$ cat src/rtl/timed_shift_port.sv
module timed_shift_port #(
  parameter int DW = 8,
  parameter int AW = 3
) (
  input  logic          clk,
  input  logic          rst_n,
  input  logic          bus_cs,
  input  logic          bus_we,
  input  logic [AW-1:0] bus_addr,
  input  logic [DW-1:0] bus_wdata,
  output logic [DW-1:0] bus_rdata,
  output logic          clk_pin_o,
  output logic          clk_pin_oe,
  input  logic          dat_pin_i,
  output logic          dat_pin_o,
  output logic          dat_pin_oe,
  output logic          irq
);
  localparam int BW = $clog2(DW);
  localparam logic [AW-1:0] A_DATA = AW'(0);
  localparam logic [AW-1:0] A_RATE = AW'(1);
  localparam logic [AW-1:0] A_MODE = AW'(2);
  localparam logic [AW-1:0] A_FLAG = AW'(3);
  localparam logic [AW-1:0] A_EN   = AW'(4);
  localparam logic [BW-1:0] LAST   = BW'(DW - 1);

  logic [DW-1:0] sr_q, rate_q, mode_q, cnt_q;
  logic [BW-1:0] bits_q;
  logic          rl_q, halt_q, cb1_q, cb2_q, flag_q, en_q;

  wire wr   = bus_cs & bus_we;
  wire acc  = bus_cs && (bus_addr == A_DATA);
  wire sin  = (mode_q[4:2] == 3'b001);
  wire sout = (mode_q[4:2] == 3'b101);
  wire run  = (sin | sout) & ~halt_q;
  wire uf   = rl_q & run;

  always_ff @(posedge clk or negedge rst_n) begin
    if (!rst_n) begin
      cnt_q <= '0;
      rl_q  <= 1'b0;
    end else if (!run || acc || rl_q) begin
      cnt_q <= rate_q;
      rl_q  <= 1'b0;
    end else if (cnt_q == '0) begin
      rl_q  <= 1'b1;
    end else begin
      cnt_q <= cnt_q - 1'b1;
    end
  end

  always_ff @(posedge clk or negedge rst_n) begin
    if (!rst_n) begin
      sr_q   <= '0;
      bits_q <= '0;
      halt_q <= 1'b1;
      cb1_q  <= 1'b1;
      cb2_q  <= 1'b0;
      flag_q <= 1'b0;
    end else begin
      if (acc) begin
        bits_q <= '0;
        halt_q <= 1'b0;
        cb1_q  <= 1'b1;
        flag_q <= 1'b0;
        if (wr) sr_q <= bus_wdata;
      end else if (uf) begin
        cb1_q <= ~cb1_q;
        if (cb1_q) begin
          if (sout) cb2_q <= sr_q[DW-1];
        end else begin
          sr_q   <= {sr_q[DW-2:0], sout ? cb2_q : dat_pin_i};
          bits_q <= bits_q + 1'b1;
          if (bits_q == LAST) begin
            halt_q <= 1'b1;
            flag_q <= 1'b1;
          end
        end
      end
      if (wr && bus_addr == A_FLAG && bus_wdata[0]) flag_q <= 1'b0;
    end
  end

  always_ff @(posedge clk or negedge rst_n) begin
    if (!rst_n) begin
      rate_q <= '0;
      mode_q <= '0;
      en_q   <= 1'b0;
    end else if (wr) begin
      if (bus_addr == A_RATE) rate_q <= bus_wdata;
      if (bus_addr == A_MODE) mode_q <= bus_wdata;
      if (bus_addr == A_EN)   en_q   <= bus_wdata[0];
    end
  end

  always_comb begin
    bus_rdata = '0;
    case (bus_addr)
      A_DATA: bus_rdata = sr_q;
      A_RATE: bus_rdata = rate_q;
      A_MODE: bus_rdata = mode_q;
      A_FLAG: begin
        bus_rdata[DW-1] = flag_q & en_q;
        bus_rdata[0]    = flag_q;
      end
      A_EN:   bus_rdata[0] = en_q;
      default: bus_rdata = '0;
    endcase
  end

  assign clk_pin_o  = cb1_q;
  assign clk_pin_oe = sin | sout;
  assign dat_pin_o  = cb2_q;
  assign dat_pin_oe = sout;
  assign irq        = flag_q & en_q;

  p_hold_r3: assert property (@(posedge clk) disable iff (!rst_n)
    (!uf && !acc) |=> $stable(cb1_q));
  p_idle_high_r7: assert property (@(posedge clk) disable iff (!rst_n)
    halt_q |-> cb1_q);
  p_msb_out_r4: assert property (@(posedge clk) disable iff (!rst_n)
    (uf && sout && cb1_q && !acc) |=> (cb2_q == $past(sr_q[DW-1])));
  p_rotate_r5: assert property (@(posedge clk) disable iff (!rst_n)
    (uf && sout && !cb1_q && !acc) |=> (sr_q[0] == $past(cb2_q)));
  p_sample_r6: assert property (@(posedge clk) disable iff (!rst_n)
    (uf && sin && !cb1_q && !acc) |=> (sr_q[0] == $past(dat_pin_i)));
  p_flag_at_end_r7: assert property (@(posedge clk) disable iff (!rst_n)
    $rose(flag_q) |-> halt_q);
  p_restart_r8: assert property (@(posedge clk) disable iff (!rst_n)
    acc |=> (cb1_q && !flag_q));
endmodule

$ cat config.mk
export PLATFORM = sky130hd
export DESIGN_NAME = timed_shift_port
export DESIGN_NICKNAME = d
export VERILOG_FILES = /design/src/rtl/timed_shift_port.sv
export SDC_FILE = /design/constraint.sdc
export NUM_CORES = 1
export LEC_CHECK = 0
export BUFFER_PORTS_ARGS = -buffer_cell sky130_fd_sc_hd__buf_2
export CORE_AREA = 5 5 81 83
export DETAILED_ROUTE_END_ITERATION = 7
export DIE_AREA = 0 0 86 88
export GPL_TIMING_DRIVEN = 0
export HOLD_SLACK_MARGIN = 0.02
export MAX_ROUTING_LAYER = met4
export PLACE_DENSITY = 0.68
export REMOVE_ABC_BUFFERS = 1
export SLEW_MARGIN = 5
export SYNTH_ARGS = -nofsm -noshare
export SYNTH_HDL_FRONTEND = slang
export SYNTH_SLANG_ARGS = --single-unit
$ cat constraint.sdc
create_clock -name clk -period 2 [get_ports clk]
set_input_delay 0.4 -clock clk [delete_from_list [all_inputs] [get_ports clk]]
set_output_delay 0.4 -clock clk [all_outputs]
set_load 0.01 [all_outputs]
== Yosys cells after proc, flatten, opt, wreduce, memory -nomap -nowiden ==
Index checks and enable logic that the tools add are counted.

* $add $sub $neg: 2
* Eq/ne operators: 11
* Muxes and demuxes: 22
* Bitwise gates (word level): 8
* Reductions and logical operators: 21

{| class="wikitable"
|+ Operators by type and width
! cell !! number
|-
| 8-bit two-way mux || 6
|-
| 6-bit case mux with 3 select lines || 1
|-
| 1-bit two-way mux || 10
|-
| 3-bit equality test, second input constant || 3
|-
| 3-bit two-way mux || 3
|-
| 3-bit AND reduction || 3
|-
| 8-bit zero test || 1
|-
| 2-bit AND reduction || 4
|-
| 8-bit by 1-bit subtractor with 8-bit output, second input constant || 1
|-
| 3-bit by 1-bit equality test with 1-bit output, second input constant || 2
|-
| 3-bit by 2-bit equality test with 1-bit output, second input constant || 2
|-
| 2-bit nonzero test || 3
|-
| 3-bit nonzero test || 2
|-
| 1-bit case mux with 5 select lines || 1
|-
| 1-bit AND || 4
|-
| 2-bit != test, second input constant || 2
|-
| 1-bit case mux with 4 select lines || 1
|-
| 4-bit AND reduction || 1
|-
| 3-bit by 1-bit adder with 3-bit output, second input constant || 1
|-
| 1-bit logical AND || 3
|-
| 3-bit zero test || 1
|-
| 3-bit by 1-bit != test with 1-bit output, second input constant || 1
|-
| 1-bit NOT || 3
|-
| 1-bit logical OR || 2
|-
| 3 further kinds || 3
|}

* Flip-flop bits (word level): 41
* Input bits: 16
* Output and inout port bits: 13
* Word-level logic and storage cells: 75

== Depth between registers and ports, before layout ==
Gate-level depths: netlist of run 1.

* Depth after elaboration: 7
* Mapped depth: 7
* Mapped depth without buffers: 6

== Worst setup path before layout of run 1 ==
Ideal clock, no wire load.

* Path type: input port to flip-flop
* Start: input port bus_addr[0]
* End: register sr_q[5]
* Library setup time: 0.125 ns
* Arrival time: 1.839 ns
* Required time: 1.875 ns
* Setup slack: 0.037 ns
* Stages on the path: 5
* Buffers on the path: 2
* Path through: buf_6 > nor4b_4 > buf_6 > mux2_2 > mux2_2

* Cells in the longest elaborated chain, start to end: 4
* Elaborated cells between the ends (all ways): 7
* Classes of those cells: eq/ne (2); mux (1); reduce/logical (4)

{| class="wikitable"
|+ Ends and longest elaborated chain
! what !! line !! source
|-
| from (decl) || 9 || <nowiki>input logic [AW-1:0] bus_addr,</nowiki>
|-
| 3-bit zero test * || 32 || <nowiki>wire acc = bus_cs && (bus_addr == A_DATA);</nowiki>
|-
| 1-bit logical AND * || 32 ||
|-
| 2-bit != test (no source line), or another cell as far along || - ||
|-
| 3-bit AND reduction (no source line) || - ||
|-
| to (signal assigned) || 66 || <nowiki>if (wr) sr_q <= bus_wdata;</nowiki>
|-
| to (signal assigned) || 72 || <nowiki>sr_q <= {sr_q[DW-2:0], sout ? cb2_q : dat_pin_i};</nowiki>
|-
| to (decl) || 27 || <nowiki>logic [DW-1:0] sr_q, rate_q, mode_q, cnt_q;</nowiki>
|}

Mark *: on every way between the ends. The rest lies on a longest branch, timed or not.
A chain may end at the register's enable or synchronous reset.

== Worst setup path in the final report of run 1 ==
* Start: register en_q
* End: output port bus_rdata[7]

* Cells in the longest elaborated chain, start to end: 2

{| class="wikitable"
|+ Ends and longest elaborated chain
! what !! line !! source
|-
| from (decl) || 29 || <nowiki>logic rl_q, halt_q, cb1_q, cb2_q, flag_q, en_q;</nowiki>
|-
| from (signal assigned) || 92 || <nowiki>if (bus_addr == A_EN) en_q <= bus_wdata[0];</nowiki>
|-
| 1-bit AND || 103 || <nowiki>bus_rdata[DW-1] = flag_q & en_q;</nowiki>
|-
| 1-bit case mux with 4 select lines || 98 || <nowiki>case (bus_addr)</nowiki>
|-
| to (decl) || 11 || <nowiki>output logic [DW-1:0] bus_rdata,</nowiki>
|}

Every way passes these cells.

==> results.txt, run 1 <==
The proportion of synthesized flip-flops having asynchronous set or reset is 100%. Among all flip-flop cells after synthesis, the most frequent one is sky130_fd_sc_hd__dfrtp_1. The total power divided by cell area is 969 nW/um^2.

The warning count from the yosys run is 0. The max-slew violation count is 0. The H-tree depth reported by CTS came out at 2. The final global-route overflow total is 0. The buffer cell driving the clock tree root is sky130_fd_sc_hd__clkbuf_8. The initial antenna violation count came to 0.

The part of the power in the clock network came out at approximately 22%. The floorplan step defined a die boundary enclosing ~7600 sq um. The latest clock arrival within the worst-skew pair is roughly 0.29 ns. Setup repair after global routing could not meet its margin everywhere. The switching power of the nets came out at 0.790 mW. The peak ir drop on the vdd network is ~0.00041 V. The floorplan die height is slightly below 90 microns.

The all-layer global routing usage came out at around 14%. The per-instance average area after synthesis came out at 11.3 sq um. Data arrives at the worst endpoint at between 1.5 and 2 ns. The post-detailed-routing wire length came out at 4700 microns. The class of the most critical hold timing path is primary input to asynchronous set/reset pin. The violation count after the first detailed-route iteration is 58.

The number of buffers created by CTS came out at 5. The sequential share of power came out at between 40% and 50%. The number of distinct library cells after synthesis came out at 38. The number of global-route vias before repair is between 1.5k and 2k. The detail route stage leaves a number of antenna-violating nets equal to 0. Measured along the x axis, the die boundary spans between 80 and 90 microns.

Sequential cells were found to cover a little under half of the synthesized design area. The placeable core region came out at approximately 5800 sq um. The minimum setup slack among reg-to-reg paths came out at roughly 0.18 ns. On the critical path, the stage with the largest delay is an instance of sky130_fd_sc_hd__mux4_2. The post-route netlist has a little under two fifths of its cells at a drive strength greater than 1. The detailed router placed 1542 vias in this run. In this run the tightest slew margin relative to its limit is 37.9%. The number of cells on the worst reg-to-reg path is 4. The critical path starts at en_q$_DFFE_PN0P_. The detailed-router iteration count before antenna repair is 6.

The area of the mapped netlist came out at roughly 2200 sq um. The clock period could shrink to around 2.0 ns. The design area is 2530 sq um.

The count of endpoints failing setup in the final report came out at 0. The highest clock frequency the design can meet is 510 MHz. After the last flow step, the layout net total stands at approximately 250. Per report_power, the combinational group accounts for 29.1% of the total.

The setup clock skew after layout is 0.00520 ns. The count of endpoints failing hold in the final timing report was 0. The number of port buffers came out at 28. The signal on the critical path passes through and2_4 > mux4_2 > nor2b_1 > buf_2.

The category of the most critical setup path is flop to output port. The layout overhead on the synthesized area is 14.7%. The data required time of the worst path is about 1.6 ns. The post-detailed-placement cell area came out at around 2400 sq um. The cell internal power dissipation is 1.66 mW. The most critical setup path has its endpoint at bus_rdata[7]. The clock net sink count is just over 40.

The placement row count came out at 28. The initial utilization of the core area, before any placement, comes to between 30% and 40%. The switching share of power came out at between 30% and 40%. The library cell occupying the most area in the post-synthesis netlist is sky130_fd_sc_hd__dfrtp_1. The synthesized design contains 41 register bits. The category of the worst setup path capture point is an output port. The largest incremental delay on the critical path is roughly 0.45 ns. The TritonCTS clock tree is yes. Across the run, the number of max-cap violations was 0.

The flow ran to the end, and the final reports show no timing, DRC or antenna violations. The number of diodes came out at 0. The worst register-to-register path ends at cnt_q[1]$_DFFE_PN0P_. The count of pins on the block boundary came out at 29.

The final critical path takes up 98.1% of the cycle. The post-detailed-route via-to-cell ratio is approximately 5.1. Sorting the synthesized cells by area gives the leading types as sky130_fd_sc_hd__dfrtp_1, sky130_fd_sc_hd__mux2_2, sky130_fd_sc_hd__mux2i_1. The HPWL after detailed placement came out at around 3200 microns. The clock edge transition at the registers on the reported setup and hold paths came out at roughly 0.070 ns. The maximum fanout count along the critical path is 2.

The origin of the critical flop-to-flop path is cnt_q[5]$_DFFE_PN0P_. The count of flip-flops with a built-in enable after synthesis is 0. STA classifies the critical path startpoint as a flop. The routed length per instance came out at around 15 microns. The residual DRC count came out at 0.

The design draws 2.45 mW. The clock passes through at most 2 buffers. The cell count after synthesis is between 150 and 200. Across all hold checks on the routed design, the worst slack comes to around 0.25 ns. The pin count of the biggest net entering global routing came out at 42. The analysis attributes to cell leakage a power of approximately 1.2 nW. The share of the synthesized area in the top cell type came out at between 40% and 50%. The actual transition at the worst max-transition pin is 0.932 ns. The congestion estimate from routability-driven global placement came to about 0.74.

The wire length of the first global-routing pass is approximately 7900 microns.
==> how the worst min path moves through the flow <==
stage | end | slack (ns) | cells after the start
finish | en_q$_DFFE_PN0P_ | 0.25 | 1
global route | en_q$_DFFE_PN0P_ | 0.33 | 1
global placement | mode_q[7]$_DFFE_PN0P_ | 0.49 | 1
detailed placement | mode_q[7]$_DFFE_PN0P_ | 0.50 | 1
floorplan | bits_q[0]$_DFFE_PN0P_ | 0.10 | 0
CTS | en_q$_DFFE_PN0P_ | 0.28 | 1
==> what timing repair did <==
action | in CTS | in global routing
endpoints found under the setup margin | 20 | 2
endpoints found under the hold margin | 0 | 0
hold buffers | 0 | 0
gates resized for setup | 2 | 2
cloned | 0 | 0
pin swaps | 1 | 1
buffers inserted | 5 | 2
==> per-stage QoR <==
stage	instances	setup slack [ns]	setup TNS, ns	utilization, %
3_3_place_gp	291	-0.714	-10.10	41.2
5_1_grt	305	-0.0212	-0.0212	43.8
4_1_cts	303	0.00599	0	43.4
3_5_place_dp	291	-0.746	-10.47	41.2
6_report	305	0.0374	0	43.8
2_1_floorplan	188	-0.0669	-0.0669	-
==> synthesized netlist by cell type (2+ instances only) <==
master,number
sky130_fd_sc_hd__nand2b_1,3
sky130_fd_sc_hd__o31ai_1,4
sky130_fd_sc_hd__nor3_1,3
sky130_fd_sc_hd__mux2_2,32
sky130_fd_sc_hd__mux2i_1,11
sky130_fd_sc_hd__ha_1,3
sky130_fd_sc_hd__dfstp_2,2
sky130_fd_sc_hd__nand2_1,13
sky130_fd_sc_hd__clkbuf_1,3
sky130_fd_sc_hd__nor3_2,4
sky130_fd_sc_hd__nor2_1,25
sky130_fd_sc_hd__nor2b_1,5
sky130_fd_sc_hd__dfrtp_1,39
sky130_fd_sc_hd__a31oi_1,2
sky130_fd_sc_hd__buf_6,4
sky130_fd_sc_hd__a21oi_1,9
sky130_fd_sc_hd__o21ai_0,6
sky130_fd_sc_hd__inv_1,4
sky130_fd_sc_hd__xnor2_1,5
==> flip-flops by register name, summed over array words and instances (netlist names) <==
register and cells:
halt_q 1, flag_q 1, en_q 1, sr_q 8, dat_pin_o 1, mode_q 8
rl_q 1, rate_q 8, bits_q 3, cnt_q 8, clk_pin_o 1
==> worst max-delay path, delay by kind of cell, from the launching register on <==
| family | cells | cell delay, ns |
|---|---|---|
| and+or+nand+nor | 2 | 0.30 |
| muxes | 1 | 0.45 |
| buffers and inverters | 1 | 0.15 |
| DFF | 1 | 0.38 |
==> area by class of cell <==
type                            instances  area [sq um]
Multi-Input combinational cell        143          1120
Timing Repair Buffer                   35           193
Sequential cell                        41          1030
Clock buffer                            7          86.3
Inverter                                4          15.0
Tap cell                               75          93.8
Fill cell                             546          3250
==> cells in the final DEF (no fill, tap or decap), types with 3 or more instances in the layout <==
cell type / n
sky130_fd_sc_hd__buf_2: 28
sky130_fd_sc_hd__clkbuf_8: 6
sky130_fd_sc_hd__ha_1: 3
sky130_fd_sc_hd__nor3_1: 3
sky130_fd_sc_hd__inv_1: 4
sky130_fd_sc_hd__nand2b_1: 3
sky130_fd_sc_hd__nor3_2: 3
sky130_fd_sc_hd__dfrtp_1: 39
sky130_fd_sc_hd__mux2_2: 32
sky130_fd_sc_hd__xnor2_1: 5
sky130_fd_sc_hd__o21ai_0: 6
sky130_fd_sc_hd__a21oi_1: 9
sky130_fd_sc_hd__buf_4: 7
sky130_fd_sc_hd__mux2i_1: 11
sky130_fd_sc_hd__o31ai_1: 4
sky130_fd_sc_hd__nand2_1: 13
sky130_fd_sc_hd__nor2b_1: 4
sky130_fd_sc_hd__nor2_1: 25
==> per-layer routing <==
layer  vias to the layer above  wire, microns  part of all wire (%)  global-route usage (%)
met2                        18           2320                    49                    23.1
met3                         7            108                   2.3                    2.26
met1                       760           2180                    46                    17.6
met4                         0             78                   1.7                    5.61
met5                         -              0                     0                       -
li1                        757              -                     -                       -
==> kinds of logic (layout without fill, tap and decap cells) <==
| logic type | Yosys count | count (layout) | synth area share [%] |
|---|---|---|---|
| AOI/OAI and AO/OA | 26 | 26 | 7.59 |
| xor gates and xnor gates | 6 | 6 | 2.38 |
| adders and majority gates | 3 | 3 | 1.70 |
| buffers and inverters | 12 | 46 | 3.57 |
| DFF | 41 | 41 | 46.5 |
| muxes | 44 | 44 | 22.3 |
| and+or+nand+nor | 64 | 64 | 15.9 |
==> power by group through the flow <==
stage / clock network [mW] / registers (mW) / logic, mW
after floorplan: 0 / 1.16 / 0.524
after global placement: 0 / 1.20 / 0.673
after detailed placement: 0 / 1.21 / 0.689
after CTS: 0.558 / 1.19 / 0.700
after global routing: 0.600 / 1.23 / 0.799
final: 0.545 / 1.19 / 0.715
No activity file was read; power rests on OpenSTA's default activity.
==> inputs of run 2 (changes only) <==
--- a/config.mk
+++ b/config.mk
@@ -12,7 +12,7 @@
 export GPL_TIMING_DRIVEN = 0
 export HOLD_SLACK_MARGIN = 0.02
 export MAX_ROUTING_LAYER = met4
-export PLACE_DENSITY = 0.68
+export PLACE_DENSITY_LB_ADDON = 0.2
 export REMOVE_ABC_BUFFERS = 1
 export SLEW_MARGIN = 5
 export SYNTH_ARGS = -nofsm -noshare
==> results.txt, run 2 (same netlist as run 1, synthesis figures left out) <==
The run finished with clean final reports. The maximum fanout count along the critical path is 2 (unchanged). The clock edge transition at the registers on the reported setup and hold paths is 0.08 ns (about the same). The placement row count came out at 28 (unchanged). The HPWL after detailed placement is 3320 microns (+2.3%). The maximum number of buffers from clock root to sink came out at 2 (unchanged). The peak ir drop on the vdd network came out at 0.000490 V (+20%).

The actual transition at the worst max-transition pin came out at 0.911 ns (-0.0210 ns). The fraction of final layout cells sized beyond drive strength 1 came out at 38.7% (+0.43 points). The number of buffers created by CTS is 5 (unchanged). The cell internal power dissipation is 1.71 mW (+2.5%). The total power divided by cell area came out at 985 nW/um^2 (+1.7%). The part of the power in the clock network is 23.9% (+1.7 points). The number of diodes is 0 (unchanged). The switching share of power was 31.9% (-0.33 points).

The detailed-router iteration count before antenna repair is 4 (-2). The H-tree depth reported by CTS is 2 (unchanged). The static leakage power came out at 1.18 nW (+0.35%). The placeable core region was 5780 sq um (unchanged). The pin count of the biggest net entering global routing came out at 42 (unchanged). The number of port buffers came out at 28 (unchanged). The number of global-route vias before repair came out at 1596 (-0.13%). The max-slew violation count came to 0 (unchanged). The quantity of hold-fixing buffers added after cts was 0 (unchanged). The length in cells of the worst reg-to-reg path is 4 (unchanged).

The share of the clock period used by the worst path after layout came out at 99.1% (+0.93 points). The violation count after the first detailed-route iteration is 67 (+16%). The multi-input logic area came out at 1120 sq um (unchanged).

The clock period minus worst slack came to 1.98 ns (+0.0186 ns). The die area came out at 7570 sq um (unchanged). The highest clock frequency the design can meet is 505 MHz (-0.94%). The combinational share of power was 28.3% (-0.8 points). The number of nets with antenna violations after routing is 0 (unchanged). The number of nets in the final layout came out at 248 (-0.40%). The data arrival time of the worst path is 1.58 ns (+0.02 ns). The die span in x is 86 microns (unchanged).

The latest clock arrival within the worst-skew pair came out at 0.30 ns (about the same). The most common cell after layout, fill and taps aside is sky130_fd_sc_hd__dfrtp_1. The residual DRC count came out at 0 (unchanged).

The routed length per instance is 15.2 microns (-1.5%). The setup clock skew after layout came out at 0.00688 ns (+0.00167 ns). The initial antenna violation count is 0 (unchanged).

The total design power came out at 2.50 mW (+2.0%). The vias after detailed routing came out at 1521 (-1.4%). The post-detailed-placement cell area is 2380 sq um (unchanged).

The wire length of the first global-routing pass is 7900 microns (-0.27%). The post-detailed-routing wire length came out at 4630 microns (-1.5%). The TritonCTS clock tree is yes. In this run the critical register-to-register path is launched from cnt_q[5]$_DFFE_PN0P_. The final global-route overflow total came to 0 (unchanged). In the layout the commonest cells are sky130_fd_sc_hd__dfrtp_1, sky130_fd_sc_hd__mux2_2, sky130_fd_sc_hd__buf_2. The tightest slew margin relative to the limit is 39.3% (+1.4 points). The max-cap violation count is 0 (unchanged).

The all-layer global routing usage is 14.0% (-0.19 points). The floorplan die height is 88 microns (unchanged). The endpoint identified for the worst register-to-register timing path is cnt_q[1]$_DFFE_PN0P_. The design area is 2540 sq um (+0.30%). The last weighted congestion value of the routability-driven placer came out at 0.741 (about the same). STA classifies the critical path startpoint as a flop. The initial core utilization came out at 38.2% (unchanged). The category of the most critical setup path is flop to output port. The tightest min-delay check is of the primary input to asynchronous set/reset pin type. The number of inserted filler cells in the final layout is 567 (+3.8%). Setup repair after global routing could not meet its margin everywhere.

From synthesis to final layout, the design area changed by 15.0%. CTS placed an instance of sky130_fd_sc_hd__clkbuf_8 at the clock tree root. The data required time of the worst path came out at 1.60 ns (about the same).

The post-detailed-route via-to-cell ratio came to 4.99 (-1.4%). The clock net sink count came out at 41 (unchanged). The minimum setup slack among reg-to-reg paths came out at 0.18 ns (about the same).

The category of the worst setup path capture point is an output port. The switching power of the nets came out at 0.798 mW (+0.92%). The count of endpoints failing setup in the final report is 0 (unchanged).

The sequential share of power came out at 47.8% (-0.8 points). The count of pins on the block boundary was 29 (unchanged). The storage element area came to 1030 sq um (unchanged). The count of endpoints failing hold in the final timing report is 0 (unchanged).
[run 2: worst max-delay path by stage]
| stage | start | to | slack (ns) | cells after the start |
|---|---|---|---|---|
| floorplan | bus_addr[0] | cnt_q[1]$_DFFE_PN0P_ | -0.07 | 4 |
| global placement | bus_addr[1] | cnt_q[1]$_DFFE_PN0P_ | -0.76 | 5 |
| detailed placement | bus_addr[1] | cnt_q[1]$_DFFE_PN0P_ | -0.78 | 5 |
| CTS | flag_q$_DFFE_PN0P_ | bus_rdata[7] | 0.004 | 4 |
| global route | en_q$_DFFE_PN0P_ | bus_rdata[7] | -0.03 | 4 |
| finish | en_q$_DFFE_PN0P_ | bus_rdata[7] | 0.02 | 4 |
[run 2: area by class of cell]
class	instances	area share, %
multi-input combinational	143	44.0
inverter	4	0.591
tap	75	3.69
sequential	41	40.5
clock buffer	7	3.79
clock inverter	1	0.197
timing repair buffer	34	7.29
[run 2: per-layer routing]
metal | vias to the layer above | share of wire (%) | track usage, % | wire length [microns]
met5 | - | 0 | - | 0
met4 | 0 | 1.4 | 4.32 | 67
met3 | 6 | 2.6 | 3.29 | 118
met2 | 15 | 49 | 22.4 | 2260
met1 | 740 | 47 | 17.5 | 2180
li1 | 760 | - | - | -
[run 2: power groups by stage]
stage	Sequential (mW)	Clock [mW]	Combinational (mW)
floorplan	1.16	0	0.524
global placement	1.20	0	0.682
detailed placement	1.21	0	0.685
CTS	1.20	0.619	0.699
global route	1.23	0.656	0.810
finish	1.20	0.598	0.709
[run 2: what timing repair did]
item                                   CTS  global route
pin swaps                                2             0
setup endpoints to repair               18             6
endpoints found under the hold margin    0             0
resized for setup                        1             3
gates cloned                             0             0
setup buffers                            5             1
[run 2: through the flow]
stage	cells	TNS (ns)	setup slack, ns	hold slack (ns)	util [%]
finish	305	0	0.0188	0.231	44.0
global route	305	-0.0332	-0.0332	0.315	44.0
CTS	304	0	0.00437	0.268	43.6
detailed placement	291	-10.66	-0.784	0.491	41.2
global placement	291	-10.63	-0.757	0.484	41.2
floorplan	188	-0.0669	-0.0669	0.104	-
[run 2: worst max-delay path, stage by stage (launching register included)]
cell and delay (ns):
sky130_fd_sc_hd__dfrtp_1 0.39, sky130_fd_sc_hd__and2_4 0.16, sky130_fd_sc_hd__mux4_2 0.46, sky130_fd_sc_hd__nor2b_1 0.14, sky130_fd_sc_hd__buf_2 0.14
